==> src/rtl/pwr_mode_pkg.sv <==
package pwr_mode_pkg;

  typedef enum logic [2:0] {
    MODE_FULL    = 3'd0,
    MODE_DOZE    = 3'd1,
    MODE_NAP     = 3'd2,
    MODE_SLEEP   = 3'd3,
    MODE_SUSPEND = 3'd4,
    MODE_SERVICE = 3'd5
  } pwrMode_e;

  // Strobes from the control FSM to the datapath
  typedef struct packed {
    pwrMode_e nextMode;    // mode taking effect at this edge
    logic     captureWake; // latch wake origin and the mode to return to
    logic     wakeIsCpu;   // origin of the wake being captured
    pwrMode_e lowMode;     // low-power mode left by the wake
    logic     disarm;      // clear the request arm
  } pwrStrobes_t;

  // Request priority: sleep over nap over doze
  function automatic pwrMode_e pickMode(input logic [2:0] req);
    if (req[2])      return MODE_SLEEP;
    else if (req[1]) return MODE_NAP;
    else             return MODE_DOZE;
  endfunction

endpackage

==> src/rtl/pwr_mode_dp.sv <==
module pwr_mode_dp
  import pwr_mode_pkg::*;
#(
  parameter int IDLE_CYCLES = 8,
  parameter int SYNC_STAGES = 2
) (
  input  logic        clk,
  input  logic        rstN,
  input  pwrStrobes_t strobes,
  input  logic [2:0]  modeReq,
  input  logic        busBusy,
  input  logic        sleepRefreshEn,
  input  logic        suspendPin,
  output logic        suspendSync,
  output logic        armed,
  output logic        idleReady,
  output pwrMode_e    retMode,
  output logic        wakeCpu,
  output logic        enPciDecode,
  output logic        enRefresh,
  output logic        enBusReqMon,
  output logic        enCore,
  output logic        quiesceAck,
  output logic        outHiZ
);

  localparam int CNT_W = $clog2(IDLE_CYCLES + 1);
  localparam logic [CNT_W-1:0] CNT_TOP = CNT_W'(IDLE_CYCLES - 1);

  // Suspend pin synchronizer; depth picks the variant
  logic [SYNC_STAGES-1:0] syncChain;
  generate
    if (SYNC_STAGES == 1) begin : gSyncOne
      always_ff @(posedge clk or negedge rstN) begin
        if (!rstN) syncChain <= '0;
        else       syncChain <= suspendPin;
      end
    end else begin : gSyncMany
      always_ff @(posedge clk or negedge rstN) begin
        if (!rstN) syncChain <= '0;
        else       syncChain <= {syncChain[SYNC_STAGES-2:0], suspendPin};
      end
    end
  endgenerate
  assign suspendSync = syncChain[SYNC_STAGES-1];

  // Consecutive idle-cycle counter, counted only while staying full-on
  logic [CNT_W-1:0] idleCnt;
  always_ff @(posedge clk or negedge rstN) begin
    if (!rstN) begin
      idleCnt <= '0;
    end else if (strobes.nextMode != MODE_FULL || busBusy) begin
      idleCnt <= '0;
    end else if (idleCnt != CNT_TOP) begin
      idleCnt <= idleCnt + 1'b1;
    end
  end
  assign idleReady = (idleCnt == CNT_TOP);

  // Request arm: set when all request bits read zero; disarm wins
  always_ff @(posedge clk or negedge rstN) begin
    if (!rstN)               armed <= 1'b0;
    else if (strobes.disarm) armed <= 1'b0;
    else if (modeReq == '0)  armed <= 1'b1;
  end

  // Wake context
  always_ff @(posedge clk or negedge rstN) begin
    if (!rstN) begin
      retMode <= MODE_FULL;
      wakeCpu <= 1'b0;
    end else if (strobes.captureWake) begin
      retMode <= strobes.lowMode;
      wakeCpu <= strobes.wakeIsCpu;
    end
  end

  // Group enables registered from the mode taking effect
  logic [5:0] enNext; // {pci, refresh, mon, core, ack, hiz}
  always_comb begin
    case (strobes.nextMode)
      MODE_DOZE:    enNext = 6'b111000;
      MODE_NAP:     enNext = 6'b111010;
      MODE_SLEEP:   enNext = {1'b0, sleepRefreshEn, 4'b0010};
      MODE_SUSPEND: enNext = 6'b010001;
      default:      enNext = 6'b111100;
    endcase
  end

  always_ff @(posedge clk or negedge rstN) begin
    if (!rstN) begin
      {enPciDecode, enRefresh, enBusReqMon, enCore, quiesceAck, outHiZ} <= 6'b111100;
    end else begin
      {enPciDecode, enRefresh, enBusReqMon, enCore, quiesceAck, outHiZ} <= enNext;
    end
  end

  // Suspend keeps refresh alive and releases the outputs
  assert_suspend_outputs_R9: assert property (@(posedge clk) disable iff (!rstN)
    (strobes.nextMode == MODE_SUSPEND) |=> (outHiZ && enRefresh && !enCore));

  // A wake into service always lights the core
  assert_service_core_R6: assert property (@(posedge clk) disable iff (!rstN)
    (strobes.nextMode == MODE_SERVICE) |=> (enCore && enPciDecode && enBusReqMon));

endmodule

==> src/rtl/pwr_mode_fsm.sv <==
module pwr_mode_fsm
  import pwr_mode_pkg::*;
(
  input  logic        clk,
  input  logic        rstN,
  input  logic        hardRst,
  input  logic        suspendSync,
  input  logic [2:0]  modeReq,
  input  logic        busBusy,
  input  logic        pciMemHit,
  input  logic        cpuBusReq,
  input  logic        accessDone,
  input  logic        armed,
  input  logic        idleReady,
  input  pwrMode_e    retMode,
  input  logic        wakeCpu,
  output pwrStrobes_t strobes,
  output pwrMode_e    curMode
);

  pwrMode_e state;

  always_comb begin
    strobes = '{nextMode: state, captureWake: 1'b0, wakeIsCpu: 1'b0,
                lowMode: MODE_FULL, disarm: 1'b0};
    if (suspendSync) begin
      strobes.nextMode = MODE_SUSPEND;
    end else if (state == MODE_SUSPEND) begin
      strobes.nextMode = MODE_FULL;
      strobes.disarm   = 1'b1;
    end else if (hardRst) begin
      strobes.nextMode = MODE_FULL;
      strobes.disarm   = 1'b1;
    end else begin
      case (state)
        MODE_FULL: begin
          if (armed && modeReq != '0 && idleReady && !busBusy)
            strobes.nextMode = pickMode(modeReq);
        end
        MODE_DOZE, MODE_NAP: begin
          if (pciMemHit || cpuBusReq) begin
            strobes.nextMode    = MODE_SERVICE;
            strobes.captureWake = 1'b1;
            strobes.wakeIsCpu   = cpuBusReq;
            strobes.lowMode     = state;
          end
        end
        MODE_SLEEP: begin
          if (cpuBusReq) begin
            strobes.nextMode = MODE_FULL;
            strobes.disarm   = 1'b1;
          end
        end
        MODE_SERVICE: begin
          if (accessDone) begin
            if (modeReq == '0) begin
              strobes.nextMode = MODE_FULL;
            end else if (retMode == MODE_NAP && wakeCpu) begin
              strobes.nextMode = MODE_FULL;
              strobes.disarm   = 1'b1;
            end else begin
              strobes.nextMode = retMode;
            end
          end
        end
        default: strobes.nextMode = MODE_FULL;
      endcase
    end
  end

  always_ff @(posedge clk or negedge rstN) begin
    if (!rstN) state <= MODE_FULL;
    else       state <= strobes.nextMode;
  end

  assign curMode = state;

  // No low-power entry on an edge where a transaction is outstanding
  assert_defer_busy_R3: assert property (@(posedge clk) disable iff (!rstN)
    (state == MODE_FULL && busBusy) |=>
      !(state inside {MODE_DOZE, MODE_NAP, MODE_SLEEP}));

  // Sleep request dominates the lighter modes
  assert_sleep_priority_R2: assert property (@(posedge clk) disable iff (!rstN)
    (state == MODE_FULL && modeReq[2]) |=> !(state inside {MODE_DOZE, MODE_NAP}));

  // PCI traffic does not wake sleep
  assert_sleep_hold_R8: assert property (@(posedge clk) disable iff (!rstN)
    (state == MODE_SLEEP && !cpuBusReq && !hardRst && !suspendSync) |=>
      (state == MODE_SLEEP));

  // Hard reset is ignored while suspended
  assert_suspend_hold_R9: assert property (@(posedge clk) disable iff (!rstN)
    (state == MODE_SUSPEND && suspendSync) |=> (state == MODE_SUSPEND));

endmodule

==> src/rtl/pwr_mode_ctl.sv <==
module pwr_mode_ctl
  import pwr_mode_pkg::*;
#(
  parameter int IDLE_CYCLES = 8,
  parameter int SYNC_STAGES = 2
) (
  input  logic       clk,
  input  logic       rstN,
  input  logic       hardRst,
  input  logic       suspendPin,
  input  logic [2:0] modeReq,
  input  logic       sleepRefreshEn,
  input  logic       busBusy,
  input  logic       pciMemHit,
  input  logic       cpuBusReq,
  input  logic       accessDone,
  output logic [2:0] curMode,
  output logic       enPciDecode,
  output logic       enRefresh,
  output logic       enBusReqMon,
  output logic       enCore,
  output logic       quiesceAck,
  output logic       outHiZ
);

  pwrStrobes_t strobes;
  pwrMode_e    modeNow;
  pwrMode_e    retMode;
  logic        suspendSync;
  logic        armed;
  logic        idleReady;
  logic        wakeCpu;

  pwr_mode_fsm u_fsm (
    .clk         (clk),
    .rstN        (rstN),
    .hardRst     (hardRst),
    .suspendSync (suspendSync),
    .modeReq     (modeReq),
    .busBusy     (busBusy),
    .pciMemHit   (pciMemHit),
    .cpuBusReq   (cpuBusReq),
    .accessDone  (accessDone),
    .armed       (armed),
    .idleReady   (idleReady),
    .retMode     (retMode),
    .wakeCpu     (wakeCpu),
    .strobes     (strobes),
    .curMode     (modeNow)
  );

  pwr_mode_dp #(
    .IDLE_CYCLES (IDLE_CYCLES),
    .SYNC_STAGES (SYNC_STAGES)
  ) u_dp (
    .clk            (clk),
    .rstN           (rstN),
    .strobes        (strobes),
    .modeReq        (modeReq),
    .busBusy        (busBusy),
    .sleepRefreshEn (sleepRefreshEn),
    .suspendPin     (suspendPin),
    .suspendSync    (suspendSync),
    .armed          (armed),
    .idleReady      (idleReady),
    .retMode        (retMode),
    .wakeCpu        (wakeCpu),
    .enPciDecode    (enPciDecode),
    .enRefresh      (enRefresh),
    .enBusReqMon    (enBusReqMon),
    .enCore         (enCore),
    .quiesceAck     (quiesceAck),
    .outHiZ         (outHiZ)
  );

  assign curMode = modeNow;

  // Acknowledge tracks the two deep states exactly
  assert_ack_deep_R11: assert property (@(posedge clk) disable iff (!rstN)
    quiesceAck == (modeNow == MODE_NAP || modeNow == MODE_SLEEP));

  // Light modes keep only the three watch groups
  assert_light_groups_R4: assert property (@(posedge clk) disable iff (!rstN)
    (modeNow == MODE_DOZE || modeNow == MODE_NAP) |->
      (!enCore && enPciDecode && enRefresh && enBusReqMon));

endmodule

==> config.mk <==
export PLATFORM = sky130hd
export DESIGN_NAME = pwr_mode_ctl
export DESIGN_NICKNAME = d
export VERILOG_FILES = /design/src/rtl/pwr_mode_pkg.sv /design/src/rtl/pwr_mode_dp.sv /design/src/rtl/pwr_mode_fsm.sv /design/src/rtl/pwr_mode_ctl.sv
export SDC_FILE = /design/constraint.sdc
export NUM_CORES = 1
export LEC_CHECK = 0
export BUFFER_PORTS_ARGS = -buffer_cell sky130_fd_sc_hd__buf_4
export CAP_MARGIN = 20
export CORE_ASPECT_RATIO = 0.9
export CORE_UTILIZATION = 53
export CTS_CLUSTER_SIZE = 12
export DETAILED_ROUTE_END_ITERATION = 10
export PLACE_DENSITY = 0.74
export SETUP_SLACK_MARGIN = 0.02
export SLEW_MARGIN = 20
export SYNTH_ARGS = -nofsm -noshare
export SYNTH_HDL_FRONTEND = slang
export SYNTH_SLANG_ARGS = --single-unit
==> constraint.sdc <==
create_clock -name clk -period 1.8 [get_ports clk]
set_input_delay 0 -clock clk [delete_from_list [all_inputs] [get_ports clk]]
set_output_delay 0 -clock clk [all_outputs]
set_load 0.02 [all_outputs]
==> results.toml, run 1 <==
[outcome]
outcome = "complete, no violations"

[power_and_ir_drop]
p_int_uw = 572
power_frac_clock_pct = 27.0
p_leak_nw = 0.572
power_frac_comb_pct = 12.7
power_uw = 752
vdd.ir_drop.worst_mv = 0.617
switchingPower_uw = 180
powerDensity_nw_per_um2 = 573
p_seq_share_pct = 60.3
sw_frac_of_total_pct = 23.9

[die]
core_area_um2 = 1750
die_x_um = 48.5
die_area_um2 = 2120
die_h_um = 43.8
io_pins = 21
fp-row-count = 14
initial_utilization_pct = 58.8

[timing]
final_hold_viol_count = 0
skew_ps = 2.10
finalSetupViolations = 0
tightestPinTransition_ps = 457
rsz0062_at_grt = "false"
timing.setup.tns_ps = 0
finalCriticalPeriod_ps = 1690
min_period_over_period_pct = 94.1
fmax_ghz = 0.590
worst_slack_ps = 106
drv_slew = 0
slew_headroom_pct = 69.5

[clock_tree]
clock-root-buffer = "clkbuf_4"
cts.sinks = 19
clock_path_buffers = 2
path_clk_slew_ps = 100
h-tree-depth = 1
cts_tree = "done"
clk_latency_ps = 290
cts_buffers = 3

[yosys]
yosys.area.top_type_share_pct = 38.9
synth_edf_count = 0
ys_seq_area_share_pct = 46.5
ys_ff_latch = 19
yosysTopAreaCell = "dfrtp_1"
synth_cells = 93
yosysMostFrequentCell = "dfrtp_1"
synth.top_cells.by_area = "dfrtp_1 39%, dfstp_2 7.7%, nor3_1 4.9%, buf_6 2.2%, mux2_2 2.2%"
syn_area_um2 = 1030
synth_commonest_cells = "16 x dfrtp_1, 10 x nor3_1, 5 x nor2_1"
async_reset_ff_share_pct = 100
avgSynthCellArea_um2 = 11.1
synth-main-ff-cell = "dfrtp_1"
yosysWarnings = 0
synth_fp_nets = 106
synth_cell_types = 43

[layout]
area_growth_pct = 27.6
diodes = 0
nNetsFinal = 134
drive_gt1_share_pct = 42.5
fin_area_um2 = 1310

[global_routing]
antenna_found_initial = 0
grt_pass1_wl_mm = 3.15
grt_max_degree = 20
grt_pass1_vias = 771
grtUsageTotal_pct = 19.5
grt_overflow = 0

[critical_path]
crit_required_ps = 2030
crit-reg2reg-launch = "u_fsm.curMode[1]"
worstPathMaxFanout = 10
cp.arrival_ps = 1930
worst-r2r-cell-count = 5
worstSetupStartpointType = "flip-flop"
cpMaxStageDelayCell = "dfrtp_1"
path_cells = "nand3b_4 -> nor4_4 -> o31ai_4 -> a31o_2 -> nor2_1"
r2r_setup_slack_ps = 110
max_stage_delay_ps = 500
reg2reg_to = "u_dp.enBusReqMon"
startpoint = "u_fsm.curMode[1]"
critPathKind = "flip-flop to flip-flop"
end_kind = "flip-flop"
cp-endpoint = "u_dp.enBusReqMon"

[drt]
vias_per_cell = 5.56
antenna_left = 0
num_vias = 800
wl_mm = 1.97
drtIter0Drc = 12
wl_per_cell_um = 13.7
drc_errors = 0
first_pass_iters = 4

[run]
maxCapViolCount = 0

[placed_design]
io_buffers = 20
globalplace.congestion = 0.867
dp_hpwl_mm = 1.43
placedInstanceArea_um2 = 1170
pre_cts_slack_ps = 35.0

[hold_path]
hold_class = "input pin to flip-flop"
kinds of logic (layout without fill, tap and decap cells):
group                    Yosys count  after routing  share of synthesized area [%]
AND/OR/NAND/NOR                   40             40                           26.1
AO/OA/AOI/OAI                     21             21                           16.2
flip-flops                        19             19                           46.5
buffers and inverters              6             33                           4.25
XOR/XNOR                           3              3                           2.55
multiplexers                       3              3                           3.16
adder cells (fa/ha/maj)            1              1                           1.21
final cells by class:
type	count	area, µm²
Clock buffer	3	22.5
Clock inverter	1	5.00
Fill cell	127	438
Inverter	1	3.75
Multi-Input combinational cell	68	548
Sequential cell	19	482
Tap cell	24	30.0
Timing Repair Buffer	28	223
layout by cell type, fill, tap and decap left out, drive strengths merged, types with 3 or more instances in the layout:
cell type and n:
dfstp 3, a21oi 5, nand3 3, dlygate4sd3 5, dfrtp 16, nand2 4, nor3 11, nand2b 3
clkbuf 3, o21ai 4, nor2 5, buf 23
repair_timing:
action | 4_1_cts | 5_1_grt
cloned | 0 | 0
gates resized for setup | 0 | 11
hold buffers | 5 | 0
buffers inserted | 0 | 3
setup endpoints to repair | 3 | 9
hold endpoints to repair | 25 | 0
pin swaps | 0 | 3
registers in the layout (all words and copies together) (netlist names):
| register | cells |
|---|---|
| u_dp.quiesceAck | 1 |
| u_dp.wakeCpu | 1 |
| u_dp.enRefresh | 1 |
| u_dp.idleCnt | 4 |
| u_fsm.curMode | 3 |
| u_dp.syncChain | 2 |
| u_dp.outHiZ | 1 |
| u_dp.armed | 1 |
| u_dp.retMode | 3 |
| u_dp.enCore | 1 |
| u_dp.enBusReqMon | 1 |
worst min-delay path by stage:
stage                       start          endpoint  slack [ps]  cells past startpoint
after global placement       rstN       u_dp.outHiZ        -120                      1
after floorplan              rstN        u_dp.armed        -300                      0
after detailed placement     rstN       u_dp.outHiZ        -120                      1
final                     hardRst  u_fsm.curMode[1]          40                      4
after global routing      hardRst   u_dp.quiesceAck          50                      4
after CTS                 hardRst  u_fsm.curMode[0]          50                      3
through the flow:
| stage | util (%) | instances | hold WS [ps] |
|---|---|---|---|
| floorplan | - | 93 | -296 |
| global placement | 66.8 | 132 | -121 |
| detailed placement | 66.8 | 132 | -117 |
| CTS | 71.2 | 141 | 50.8 |
| global route | 75.0 | 144 | 47.0 |
| finish | 75.0 | 144 | 44.0 |
worst max-delay path: cells and delay by family (launching register included):
kind / cells / cell delay [ps]
AO/OA/AOI/OAI: 2 / 410
flip-flops: 1 / 500
AND/OR/NAND/NOR: 3 / 720
power by group through the flow:
stage                     registers (mW)  logic [mW]  clock network (mW)
after detailed placement           0.461      0.0835                   0
after floorplan                    0.462      0.0348                   0
after global placement             0.461      0.0824                   0
final                              0.454      0.0954               0.203
after CTS                          0.453      0.0926               0.208
after global routing               0.456       0.104               0.228
routing by layer:
layer	part of all wire (%)	global-route usage (%)	vias to the layer above	routed length (µm)
met3	4.8	6.67	2	95
li1	-	-	398	-
met2	51	37.2	20	999
met1	44	21.7	380	871
met5	0	0	-	0
met4	0.41	2.94	0	8
Power figures use the tool's default switching activity.
==> inputs of run 2 (changes only) <==
- REMOVE_ABC_BUFFERS: unset -> 1
==> results.toml, run 2 (same netlist as run 1, synthesis figures left out) <==
[critical_path]
cp.arrival_ps = 1970
startpoint = "u_dp.idleCnt[0]"
crit_required_ps = 2030
critPathKind = "flip-flop to flip-flop"
worstPathMaxFanout = 4
critPathTopFamily = "compound AO/OA/AOI/OAI gates"
path_cells = "ha_1 -> and3b_2 -> o2111a_2 -> o31ai_4 -> a31o_2 -> nor2_1"
worstSetupStartpointType = "flip-flop"
end_kind = "flip-flop"
cpMaxStageDelayCell = "dfrtp_1"
crit-reg2reg-launch = "u_dp.idleCnt[0]"
max_stage_delay_ps = 420
crit_buf_inv = 0

[layout]
max_flop_register = "u_dp.idleCnt"
area_growth_pct = 27.1
final_cell_mix = "23 x buf_4, 14 x dfrtp_1, 8 x nor3_1, 5 x nor2_1, 5 x dlygate4sd3_1"
fill_cells = 125
nNetsFinal = 134
final_common_cell = "buf_4"
largest_reg_flops = 4
diodes = 0
drive_gt1_share_pct = 40.8

[timing]
slew_headroom_pct = 68.9
fmax_ghz = 0.576
finalSetupViolations = 0
skew_ps = 9.02
finalCriticalPeriod_ps = 1730
tightestPinTransition_ps = 466
min_period_over_period_pct = 96.4
timing.setup.tns_ps = 0
final_hold_viol_count = 0
rsz0062_at_grt = "false"
drv_slew = 0

[die]
die_x_um = 48.5
die_area_um2 = 2120
io_pins = 21
core_area_um2 = 1750
fp-row-count = 14
die_h_um = 43.8
initial_utilization_pct = 58.8

[power_and_ir_drop]
vdd.ir_drop.worst_mv = 0.592
power_uw = 756
powerDensity_nw_per_um2 = 577
p_leak_nw = 0.575

[clock_tree]
cts_tree = "done"
h-tree-depth = 1
clock_path_buffers = 2
cts.sinks = 19
path_clk_slew_ps = 100
cts_buffers = 3
clock-root-buffer = "clkbuf_4"
clk_latency_ps = 290

[drt]
drc_errors = 0
wl_mm = 2.09
num_vias = 817
wl_per_cell_um = 14.5
antenna_left = 0
drtIter0Drc = 11
first_pass_iters = 4
vias_per_cell = 5.67

[placed_design]
io_buffers = 20
dp_hpwl_mm = 1.47
globalplace.congestion = 0.773

[hold_path]
hold_class = "input pin to flip-flop"
holdCritStartpoint = "hardRst"

[global_routing]
antenna_found_initial = 0
grt_overflow = 0
grt_max_degree = 20
grtUsageTotal_pct = 22.1
grt_pass1_vias = 760
grt_pass1_wl_mm = 3.46

[outcome]
outcome = "complete, no violations"

[run]
maxCapViolCount = 0
-- run 2: cell counts in the layout (fill, tap and decap cells not counted) --
Identical to the previous run, type by type.
-- run 2: final cells by class --
type | instances | area [µm²] | area share [%]
clock inverters | 1 | 5.00 | 0.382
flip-flops and latches | 19 | 482 | 36.8
multi-input cells | 68 | 543 | 41.5
repair buffers | 28 | 223 | 17.0
well taps | 24 | 30.0 | 2.29
inverters | 1 | 3.75 | 0.287
clock buffers | 3 | 22.5 | 1.72
-- run 2: layer usage --
layer / wire length (µm) / part of all wire (%) / vias up / GRT usage (%)
li1: - / - / 400 / -
met1: 911 / 44 / 394 / 28.2
met2: 1070 / 51 / 21 / 37.7
met3: 88 / 4.2 / 2 / 5.61
met4: 18 / 0.86 / 0 / 7.06
met5: 0 / 0 / - / 0
-- run 2: report_power, final --
| group | switching [mW] | total [mW] | internal (mW) |
|---|---|---|---|
| Combinational | 0.0476 | 0.0976 | 0.0499 |
| Sequential | 0.0119 | 0.453 | 0.441 |
| Clock | 0.122 | 0.205 | 0.0827 |
| Total | 0.182 | 0.756 | 0.574 |
-- run 2: path summary, 6_finish.rpt --
| path | end | slack (ps) | cells after the start |
|---|---|---|---|
| min | u_dp.quiesceAck | 60 | 4 |
| max in group asynchronous | u_dp.enRefresh | 1460 | 2 |
| max reg2reg | u_dp.enBusReqMon | 70 | 6 |
| min reg2reg | u_dp.syncChain[1] | 360 | 0 |
| min in group asynchronous | u_dp.idleCnt[3] | 90 | 2 |
| max | u_dp.enBusReqMon | 70 | 6 |
-- run 2: what timing repair did --
item,CTS,global route
setup buffers,0,2
endpoints found under the hold margin,26,0
setup endpoints to repair,5,8
hold buffers,5,0
resized for setup,2,8
pin swaps,0,1
-- run 2: worst reg2reg max path: cells and delay by family, from the launching register on --
kind,cells,cell delay [ps]
compound gates,3,700
fa+ha+maj,1,250
flops,1,420
simple gates,2,310
-- run 2: metrics by stage --
stage	hold WS (ps)	area, µm²	setup WS (ps)	cells	utilization, %
after floorplan	-296	990	152	88	-
after global routing	40.2	1310	5.25	144	74.7
final	56.6	1310	65.1	144	74.7
after global placement	-121	1180	51.9	133	67.2
after detailed placement	-116	1180	38.4	133	67.2
after CTS	42.1	1270	17.9	142	72.4
==> inputs of run 3 (changes only) <==
- CELL_PAD_IN_SITES_DETAIL_PLACEMENT: unset -> 0
- CELL_PAD_IN_SITES_GLOBAL_PLACEMENT: unset -> 1
- CORE_UTILIZATION: 53 -> 41
- GPL_ROUTABILITY_DRIVEN: unset -> 1
==> results.toml, run 3 (same netlist as run 1, synthesis figures left out) <==
[outcome]
outcome = "complete, no violations"

[timing]
finalSetupViolations = 0
rsz0062_at_grt = "true"
finalCriticalPeriod_ps = 1690
final_hold_viol_count = 0
skew_ps = 3.57
tightestPinTransition_ps = 429
slew_headroom_pct = 71.4
fmax_ghz = 0.593
timing.setup.tns_ps = 0
drv_slew = 0
min_period_over_period_pct = 93.6

[power_and_ir_drop]
p_leak_nw = 0.566
power_uw = 753
powerDensity_nw_per_um2 = 571
p_int_uw = 576
sw_frac_of_total_pct = 23.4
switchingPower_uw = 176
vdd.ir_drop.worst_mv = 0.636
power_frac_comb_pct = 12.9
power_frac_clock_pct = 27.0
p_seq_share_pct = 60.1

[clock_tree]
cts_tree = "done"
cts.sinks = 19
path_clk_slew_ps = 90
clock_path_buffers = 2
h-tree-depth = 1
cts_buffers = 3
clock-root-buffer = "clkbuf_4"
clk_latency_ps = 290
cts_setup_buffers = 0

[global_routing]
antenna_found_initial = 0
grtUsageTotal_pct = 17.7
grt_max_degree = 20
grt_pass1_vias = 739
grt_pass1_wl_mm = 3.41
grt_overflow = 0

[critical_path]
end_kind = "flip-flop"
cp.arrival_ps = 1910
worstSetupStartpointType = "flip-flop"
critPathKind = "flip-flop to flip-flop"
worstPathMaxFanout = 7
crit_required_ps = 2020

[layout]
final_common_cell = "buf_4"
final_cell_mix = "22 x buf_4, 15 x dfrtp_1, 6 x nor3_1, 5 x nor2_1, 5 x dlygate4sd3_1"
max_flop_register = "u_dp.idleCnt"
diodes = 0
nNetsFinal = 133
drive_gt1_share_pct = 42.0
fill_cells = 216
largest_reg_flops = 4
area_growth_pct = 27.9

[drt]
vias_per_cell = 5.38
first_pass_iters = 4
wl_per_cell_um = 13.7
drtIter0Drc = 7
antenna_left = 0
wl_mm = 2.00
num_vias = 786
drc_errors = 0

[run]
maxCapViolCount = 0

[placed_design]
dp_hpwl_mm = 1.52
globalplace.congestion = 0.795
io_buffers = 20

[die]
die_area_um2 = 2720
die_h_um = 49.5
die_x_um = 54.8
io_pins = 21
core_area_um2 = 2280
initial_utilization_pct = 45.1
fp-row-count = 16

[hold_path]
hold_class = "input pin to flip-flop"
-- run 3: path summary, 6_finish.rpt --
kind | start | to | slack, ps | depth (start not counted)
worst min-delay path | hardRst | u_dp.quiesceAck | 30 | 4
min in group asynchronous | rstN | u_dp.outHiZ | 100 | 2
max in group asynchronous | rstN | u_dp.enCore | 1440 | 2
worst min register to register | u_dp.syncChain[0] | u_dp.syncChain[1] | 360 | 0
worst max-delay path | u_fsm.curMode[2] | u_dp.enCore | 110 | 5
worst max register to register | u_fsm.curMode[2] | u_dp.enCore | 110 | 5
-- run 3: cell type report --
| type | count | area [µm²] | area share, % |
|---|---|---|---|
| clock buffers | 4 | 26.3 | 1.99 |
| inverters | 1 | 3.75 | 0.285 |
| multi-input cells | 68 | 558 | 42.4 |
| flip-flops and latches | 19 | 480 | 36.5 |
| well taps | 27 | 33.8 | 2.56 |
| repair buffers | 27 | 215 | 16.3 |
-- run 3: repair_timing --
action | 4_1_cts | 5_1_grt
endpoints found under the hold margin | 25 | 0
hold buffers | 5 | 0
setup endpoints to repair | 0 | 8
resized for setup | 0 | 12
-- run 3: routing by layer --
layer / up-vias / GRT usage (%) / share of wire (%)
met5: - / 0 / 0
met4: 0 / 2.56 / 0.45
met3: 2 / 5.56 / 4.8
met2: 18 / 27.1 / 51
met1: 375 / 24.5 / 44
li1: 391 / - / -
-- run 3: critical path: stages (launching register included) --
cell,delay [ps]
dfrtp_1,500
nand2b_1,230
or3_1,380
a31oi_4,230
or2_2,160
xnor2_1,120
-- run 3: power groups by stage --
stage | registers (mW) | clock network (mW) | logic (mW)
floorplan | 0.466 | 0 | 0.0267
global placement | 0.461 | 0 | 0.0861
detailed placement | 0.460 | 0 | 0.0869
CTS | 0.452 | 0.215 | 0.0958
global route | 0.455 | 0.229 | 0.108
finish | 0.453 | 0.203 | 0.0969
-- run 3: per-stage QoR --
step / setup WS (ps) / utilization [%] / cell area (µm²) / hold WS (ps) / cells
floorplan: 152 / - / 990 / -296 / 88
global placement: 88.8 / 52.1 / 1190 / -123 / 137
detailed placement: 46.4 / 52.1 / 1190 / -118 / 137
CTS: 31.5 / 55.4 / 1260 / 36.9 / 146
global route: 9.62 / 57.7 / 1320 / 29.3 / 146
finish: 115 / 57.7 / 1320 / 34.1 / 146
